### config.mk
export PLATFORM = sky130hd
export DESIGN_NAME = fpwm_gen
export DESIGN_NICKNAME = d
export VERILOG_FILES = /design/src/rtl/fpwm_pkg.sv /design/src/rtl/fpwm_period_ctr.sv /design/src/rtl/fpwm_frame_ctr.sv /design/src/rtl/fpwm_duty_ctr.sv /design/src/rtl/fpwm_gen.sv
export SDC_FILE = /design/constraint.sdc
export NUM_CORES = 1
export LEC_CHECK = 0
export ABC_CLOCK_PERIOD_IN_PS = 3900
export BUFFER_PORTS_ARGS = -buffer_cell sky130_fd_sc_hd__buf_2
export CAP_MARGIN = 30
export CORE_AREA = 5 5 104 67
export CTS_CLUSTER_SIZE = 25
export DETAILED_ROUTE_END_ITERATION = 8
export DIE_AREA = 0 0 109 72
export GPL_ROUTABILITY_DRIVEN = 0
export PLACE_DENSITY = 0.76
export SLEW_MARGIN = 20
export SYNTH_ARGS = -nofsm -noshare
export SYNTH_HDL_FRONTEND = slang
export SYNTH_HIERARCHICAL = 1
export SYNTH_SLANG_ARGS = --single-unit
### constraint.sdc
create_clock -name clk -period 3.9 [get_ports clk]
set_input_delay 0.585 -clock clk [delete_from_list [all_inputs] [get_ports clk]]
set_output_delay 0.585 -clock clk [all_outputs]
set_load 0.02 [all_outputs]
### src/rtl/fpwm_pkg.sv
package fpwm_pkg;

    // Default widths for the generator and its parts.
    localparam int unsigned FPWM_PER_W  = 16;
    localparam int unsigned FPWM_INT_W  = 16;
    localparam int unsigned FPWM_FRAC_W = 3;

    // Effective period length: a zero period behaves as a one-cycle period.
    function automatic int unsigned fpwm_eff_period(input int unsigned raw);
        return (raw == 0) ? 1 : raw;
    endfunction

endpackage

### src/rtl/fpwm_period_ctr.sv
module fpwm_period_ctr #(
    parameter int unsigned PER_W = fpwm_pkg::FPWM_PER_W
) (
    input  logic             clk,
    input  logic             rst,
    input  logic [PER_W-1:0] per_i,
    output logic             wrap_o
);

    typedef struct packed {
        logic [PER_W-1:0] cnt;
    } per_st_t;

    per_st_t st_d, st_q;

    // Counts down from P-1 to 0; the zero cycle is the last of a period
    // and is where the next period's length is taken from per_i.
    always_comb begin
        st_d = st_q;
        if (st_q.cnt == '0) begin
            if (per_i == '0) begin
                st_d.cnt = '0;
            end else begin
                st_d.cnt = per_i - PER_W'(1);
            end
        end else begin
            st_d.cnt = st_q.cnt - PER_W'(1);
        end
    end

    always_ff @(posedge clk) begin
        if (rst) begin
            st_q <= '0;
        end else begin
            st_q <= st_d;
        end
    end

    assign wrap_o = (st_q.cnt == '0);

endmodule

### src/rtl/fpwm_frame_ctr.sv
module fpwm_frame_ctr #(
    parameter int unsigned FRAC_W = fpwm_pkg::FPWM_FRAC_W
) (
    input  logic              clk,
    input  logic              rst,
    input  logic              step_i,
    output logic [FRAC_W-1:0] win_o,
    output logic [FRAC_W-1:0] win_nx_o
);

    typedef struct packed {
        logic [FRAC_W-1:0] win;
    } frm_st_t;

    frm_st_t st_d, st_q;

    // Reset leaves the window at 0. The first step after reset then
    // wraps it to M-1, so the first period is window M-1.
    always_comb begin
        st_d = st_q;
        if (step_i) begin
            st_d.win = st_q.win - FRAC_W'(1);
        end
    end

    always_ff @(posedge clk) begin
        if (rst) begin
            st_q <= '0;
        end else begin
            st_q <= st_d;
        end
    end

    assign win_o    = st_q.win;
    assign win_nx_o = st_d.win;

endmodule

### src/rtl/fpwm_duty_ctr.sv
module fpwm_duty_ctr #(
    parameter int unsigned CNT_W = fpwm_pkg::FPWM_INT_W + 1
) (
    input  logic             clk,
    input  logic             rst,
    input  logic             load_i,
    input  logic [CNT_W-1:0] load_val_i,
    output logic             pwm_o
);

    typedef struct packed {
        logic [CNT_W-1:0] rem;
        logic             pwm;
    } duty_st_t;

    duty_st_t st_d, st_q;

    // rem holds the high cycles left, counting the current one.
    // Reloading at every boundary keeps the output high across the
    // boundary when the count reaches the period length.
    always_comb begin
        st_d = st_q;
        if (load_i) begin
            st_d.rem = load_val_i;
        end else if (st_q.rem != '0) begin
            st_d.rem = st_q.rem - CNT_W'(1);
        end
        st_d.pwm = (st_d.rem != '0);
    end

    always_ff @(posedge clk) begin
        if (rst) begin
            st_q <= '0;
        end else begin
            st_q <= st_d;
        end
    end

    assign pwm_o = st_q.pwm;

endmodule

### src/rtl/fpwm_gen.sv
module fpwm_gen #(
    parameter int unsigned PER_W  = fpwm_pkg::FPWM_PER_W,
    parameter int unsigned INT_W  = fpwm_pkg::FPWM_INT_W,
    parameter int unsigned FRAC_W = fpwm_pkg::FPWM_FRAC_W
) (
    input  logic              clk,
    input  logic              rst,
    input  logic [PER_W-1:0]  period_i,
    input  logic [INT_W-1:0]  duty_int_i,
    input  logic [FRAC_W-1:0] duty_frac_i,
    output logic              pwm_o
);

    localparam int unsigned CNT_W = INT_W + 1;

    logic              per_wrap;
    logic [FRAC_W-1:0] win_cur;
    logic [FRAC_W-1:0] win_nx;
    logic              extra_cnt;
    logic [CNT_W-1:0]  load_val;

    fpwm_period_ctr #(.PER_W(PER_W)) u_period (
        .clk    (clk),
        .rst    (rst),
        .per_i  (period_i),
        .wrap_o (per_wrap)
    );

    fpwm_frame_ctr #(.FRAC_W(FRAC_W)) u_frame (
        .clk      (clk),
        .rst      (rst),
        .step_i   (per_wrap),
        .win_o    (win_cur),
        .win_nx_o (win_nx)
    );

    // The extra count goes to the windows numbered below the fraction,
    // which gives exactly m stretched periods in every frame.
    always_comb begin
        extra_cnt = (win_nx < duty_frac_i);
        load_val  = {1'b0, duty_int_i} + {{INT_W{1'b0}}, extra_cnt};
    end

    fpwm_duty_ctr #(.CNT_W(CNT_W)) u_duty (
        .clk        (clk),
        .rst        (rst),
        .load_i     (per_wrap),
        .load_val_i (load_val),
        .pwm_o      (pwm_o)
    );

endmodule

==> results of run 1 <==
-- placed cells by master (no fill, tap or decap), types with 3 or more instances in the layout --
master	n
nor4_1	8
o211ai_1	3
buf_2	37
nand4_2	3
clkbuf_8	5
nand4_1	11
inv_1	18
or4_1	5
nor2b_1	9
nor3_1	15
nor4_4	5
ha_2	3
buf_4	13
xor2_1	25
a311o_1	3
ha_1	7
a21boi_0	3
o22ai_1	6
nand2b_1	8
nand3_1	18
nor3b_1	5
nand2_1	26
xnor2_1	7
dfxtp_1	37
nand3b_1	5
a31oi_1	7
a21oi_1	23
o21ai_0	8
nor2_1	34
o31ai_1	5
nor4_2	8
mux2i_1	5
-- logic make-up (layout without fill, tap and decap cells) --
| family | count (synthesis) | after routing | share of synthesized area |
|---|---|---|---|
| flip-flops | 37 | 37 | 0.243 |
| multiplexers | 6 | 6 | 0.0213 |
| buffers and inverters | 36 | 80 | 0.0513 |
| adder cells (fa/ha/maj) | 10 | 10 | 0.0410 |
| AND/OR/NAND/NOR | 183 | 183 | 0.381 |
| AO/OA/AOI/OAI | 77 | 77 | 0.171 |
| XOR/XNOR | 32 | 32 | 0.0919 |
-- Yosys cell counts (all sizes together), types with 6 or more instances --
master,instances
a21oi,24
a31oi,8
clkbuf,10
dfxtp,37
ha,10
inv,20
nand2,26
nand2b,8
nand3,20
nand4,16
nor2,34
nor2b,9
nor3,17
nor3b,6
nor4,21
o21ai,9
o22ai,6
xnor2,7
xor2,25
-- cell type report --
| class | instances | area, um^2 |
|---|---|---|
| timing repair buffer | 51 | 294 |
| fill | 521 | 2400 |
| sequential | 37 | 741 |
| clock inverter | 3 | 17.5 |
| multi-input combinational | 308 | 2210 |
| tap | 84 | 105 |
| clock buffer | 5 | 68.8 |
| inverter | 21 | 78.8 |
-- path summary, 6_finish.rpt --
check | to | slack (ns) | cells after the start
hold reg to reg | u_frame/win_o[1] | 0.52 | 2
setup reg to reg | u_duty/pwm_o | 0.18 | 18
hold / removal | u_frame/win_o[1] | 0.52 | 2
setup / recovery | u_duty/pwm_o | 0.18 | 18
-- state kept, by name, indices dropped and copies added (netlist names) --
register / flops
u_duty/st_q: 17
u_duty/pwm_o: 1
u_period/st_q: 16
u_frame/win_o: 3
-- metal layers --
metal / wire length (um) / up-vias / track usage
li1: - / 1495 / -
met1: 4240 / 1442 / 0.342
met2: 3350 / 173 / 0.277
met3: 841 / 6 / 0.0578
met4: 37 / 0 / 0.0224
met5: 0 / - / 0
-- per-stage QoR --
step / hold WS (ns) / setup WS [ns]
after global routing: 0.544 / 0.00424
after detailed placement: 0.508 / 0.0991
after CTS: 0.521 / 0.0776
after global placement: 0.496 / 0.225
after floorplan: 0.467 / 0.0838
final: 0.524 / 0.182
-- worst max-delay path: cells and delay by family (launching register included) --
kind,cells,cell delay (ns)
XOR/XNOR,1,0.07
buffers and inverters,2,0.32
adder cells (fa/ha/maj),3,0.62
flip-flops,1,0.35
AO/OA/AOI/OAI,6,1.17
AND/OR/NAND/NOR,6,1.04
-- power by group through the flow --
| stage | Combinational, mW | Sequential [mW] | Clock (mW) |
|---|---|---|---|
| finish | 1.75 | 0.690 | 0.272 |
| CTS | 1.66 | 0.678 | 0.278 |
| detailed placement | 1.65 | 0.686 | 0 |
| floorplan | 1.24 | 0.652 | 0 |
| global placement | 1.62 | 0.679 | 0 |
| global route | 1.93 | 0.707 | 0.301 |
-- repair_timing --
item                                    in CTS  in global routing
endpoints found under the setup margin       0                  4
setup buffers                                0                  1
gates resized for setup                      0                 15
==> reports/results.ini, run 1 <==
[floorplanning]
start_util=0.515
dieArea_um2=7850
fp.dieH_um=72
die_w_um=109
ios=38
core_um2=5920
fp-row-count=22

[routing]
wl_per_cell_um=16.6
drt_iter0_drc=298
first_pass_iters=7
ant_nets=0
wl_mm=8.47
vias_per_cell=6.12
drc=0
vias=3116

[grt]
grt_util_all_layers=0.211
grt_pass1_vias=2700
grt_antenna_before_repair=0
grt_pass1_wl_mm=13.4
overflow=0
grt_max_degree=48

[logic_synthesis]
ys_seq_elements=37
synth.distinct_cells=63
yosys_warnings=6
syn_area_um2=3050
synth.top_cell.area_share=0.243
yosys.area.top_type=dfxtp_1
synth-main-ff-cell=dfxtp_1
synthArstFlopShare=0
yosys-top-cells-area=dfxtp_1 24%, xor2_1 7.2%, nor2_1 4.2%, ha_1 4.1%, a21oi_1 3.9%
netlist_instances=381
synth-seq-area-share=0.243
synth_fp_nets=428
synth_edf_count=0
avgSynthCellArea_um2=8.01

[setup_path]
worstPathRequired_ns=4.04
startpoint=u_period/st_q[11]
cp_common_cell=nand2_1
arrival_ns=3.86
cp-end-kind=flip-flop
critPathLaunchType=flip-flop
critPathMaxFanout=5
path_cells=nor4_1 > buf_4 > nand4_1 > inv_2 > or2b_1 > nand2_1 > ha_1 > a21o_1 > a21oi_2 > ha_2 > ha_2 > xor2_1 > nand2_1 > o21ai_0 > a31oi_1 > nand2_1 > a2111oi_2 > a41oi_1
reg2reg_from=u_period/st_q[11]
max_stage_delay_ns=0.35
worstSetupPathType=flip-flop to flip-flop
cpMaxStageDelayCell=dfxtp_1

[cts]
clockBufferDepth=2
cts.sinks=37
numCtsBuffers=5
h-tree-depth=2
clockRootBuffer=clkbuf_8
hold_buffers=0
clkTransAtPathRegs_ns=0.08
clock_latency_ns=0.29
cts_tree=built

[power]
seq_power_share=0.254
p_total_mw=2.72
peakVddDrop_uv=414
p_switching_mw=1.32
p_leak_nw=1.41
cellPowerDensity_nw_per_um2=773
power_frac_clock=0.100
combPwrFrac=0.646
switching_share=0.485
p_int_mw=1.40

[hold_path]
hp-start=u_frame/win_o[1]
min_path_type=flip-flop to flip-flop

[timing]
fmax_mhz=269
rsz0062_at_grt=no
setup_tns_ns=0
skew_ns=0.0108
slew_headroom=0.425
min_period_ns=3.72
setup_viol=0
post-route-period-util=0.953
hold_viol=0
report.final.slew_viol_count=0
worst_pin_slew_ns=0.855

[job]
drv_cap=0

[placed_design]
place_inst=500
dp_hpwl_mm=6.33
place_area_um2=3360
portBuffers=37

[finish]
stdcell_count=509
nets=471
diodes=0
fin_area_um2=3520
syn2layout_area_growth_pct=15.3
fin_util=0.594
drive_above_1_share=0.228

[outcome]
status=completed

Note: power is estimated with default switching activity, not from simulation.
==> inputs of run 2 (changes only) <==
--- a/config.mk
+++ b/config.mk
@@ -14,6 +14,7 @@
 export DIE_AREA = 0 0 109 72
 export GPL_ROUTABILITY_DRIVEN = 0
 export PLACE_DENSITY = 0.76
+export REMOVE_ABC_BUFFERS = 1
 export SLEW_MARGIN = 20
 export SYNTH_ARGS = -nofsm -noshare
 export SYNTH_HDL_FRONTEND = slang
==> run 2 against run 1 <==
Die area did not move; largest power group unchanged; non-clock buffer count fell by 1; critical endpoint unchanged; clock skew barely moved.
==> reports/results.ini, run 2 (same netlist as run 1, synthesis figures left out) <==
[outcome]
status=completed

[timing]
slew_headroom=0.409
setup_tns_ns=0
fmax_mhz=263
hold_ws_ns=0.519
report.final.slew_viol_count=0
min_period_ns=3.80
skew_ns=0.0109
post-route-period-util=0.976
worst_pin_slew_ns=0.879
setup_viol=0
hold_viol=0

[setup_path]
reg2reg_from=u_period/st_q[0]
reg2reg_depth=20
worstPathRequired_ns=4.04
critPathMaxFanout=5
worstSetupPathType=flip-flop to flip-flop
arrival_ns=3.94
critPathLaunchType=flip-flop
cp-end-kind=flip-flop
regToRegSetupSlack_ns=0.1
worst_r2r_endpoint=u_duty/pwm_o

[routing]
vias=3097
wl_mm=8.42
first_pass_iters=5
drt_iter0_drc=421
wl_per_cell_um=16.6
ant_nets=0
drc=0
vias_per_cell=6.10

[power]
peakVddDrop_uv=427
cellPowerDensity_nw_per_um2=804
p_leak_nw=1.41
p_total_mw=2.87

[finish]
final_cell_mix=37 x buf_2, 37 x dfxtp_1, 34 x nor2_1, 26 x nand2_1, 25 x xor2_1
nets=470
diodes=0
n_fill_cell=529
final-seq-area_um2=741
largest-register=u_duty/st_q
drive_above_1_share=0.222
fin_area_um2=3570
multiInputGateArea_um2=2220
fin_util=0.603
largest_register_ffs=17
syn2layout_area_growth_pct=16.9

[floorplanning]
start_util=0.515
ios=38
dieArea_um2=7850
fp.dieH_um=72
core_um2=5920
die_w_um=109
fp-row-count=22

[cts]
numCtsBuffers=5
hold_buffers=0
cts.sinks=37
clockBufferDepth=2
clockRootBuffer=clkbuf_8
clkTransAtPathRegs_ns=0.08
cts_tree=built
clock_latency_ns=0.30
h-tree-depth=2

[grt]
overflow=0
grt_antenna_before_repair=0
grt_max_degree=48
grt_pass1_vias=2598
grt_pass1_wl_mm=13.1
grt_util_all_layers=0.210

[placed_design]
dp_hpwl_mm=6.26
place_area_um2=3330
portBuffers=37

[hold_path]
min_path_type=flip-flop to flip-flop
holdPathStages=2
hp-start=u_frame/win_o[1]
whs_endpoint=u_frame/win_o[1]

[job]
drv_cap=0

-- run 2: cell count changes in the layout (fill, tap and decap cells not counted), moves of 2 or more --
cell	delta
clkinv_2	-2
bufinv_16	+2
ha_2	-2
nand3_2	-2
nor4_2	+2
-- run 2: worst max-delay path, cell delays in order, from the launching register on --
cell	delay [ns]
dfxtp_1	0.31
inv_1	0.10
ha_1	0.20
nor3b_4	0.21
nand4_1	0.22
inv_2	0.15
or2b_1	0.25
nand2_1	0.06
ha_1	0.22
a21o_1	0.17
a21oi_2	0.15
ha_2	0.23
ha_4	0.16
nand3_4	0.11
buf_4	0.17
nor4_4	0.28
xor2_1	0.11
nor2_1	0.12
a31oi_1	0.08
nor3b_1	0.22
a41oi_1	0.13
-- run 2: stage by stage --
step | cells | worst slack (ns)
6_report | 508 | 0.0954
3_5_place_dp | 496 | -0.0539
2_1_floorplan | 366 | -1.07
4_1_cts | 504 | 0.00384
5_1_grt | 508 | -0.0826
3_3_place_gp | 496 | 0.186
-- run 2: worst max-delay path by stage --
stage	startpoint	endpoint	slack, ns	cells after the start
floorplan	u_period/st_q[2]	u_duty/pwm_o	-1.07	17
global placement	u_period/st_q[0]	u_duty/pwm_o	0.19	18
detailed placement	u_period/st_q[0]	u_duty/pwm_o	-0.05	20
CTS	u_period/st_q[11]	u_duty/pwm_o	0.004	19
global route	u_period/st_q[0]	u_duty/pwm_o	-0.08	20
finish	u_period/st_q[0]	u_duty/pwm_o	0.1	20
-- run 2: layout make-up --
| type | instances | area share |
|---|---|---|
| multi-input combinational | 308 | 0.624 |
| sequential | 37 | 0.208 |
| timing repair buffer | 50 | 0.0782 |
| tap | 84 | 0.0295 |
| inverter | 21 | 0.0221 |
| clock buffer | 5 | 0.0193 |
| clock inverter | 3 | 0.0193 |
-- run 2: routing by layer --
metal  track usage  wire length, um  up-vias
met5             0                0        -
met2         0.252             3220      157
met3        0.0587              921       10
met1         0.346             4190     1436
met4        0.0518               84        0
li1              -                -     1494
-- run 2: power by group --
group / internal [mW] / switching [mW] / total [mW]
Sequential: 0.517 / 0.171 / 0.688
Combinational: 0.750 / 1.02 / 1.77
Clock: 0.257 / 0.152 / 0.409
-- run 2: repair_timing --
| item | CTS | global route |
|---|---|---|
| pin swaps | 0 | 7 |
| gates resized for setup | 1 | 13 |
| buffers inserted | 0 | 3 |
| setup endpoints to repair | 1 | 5 |
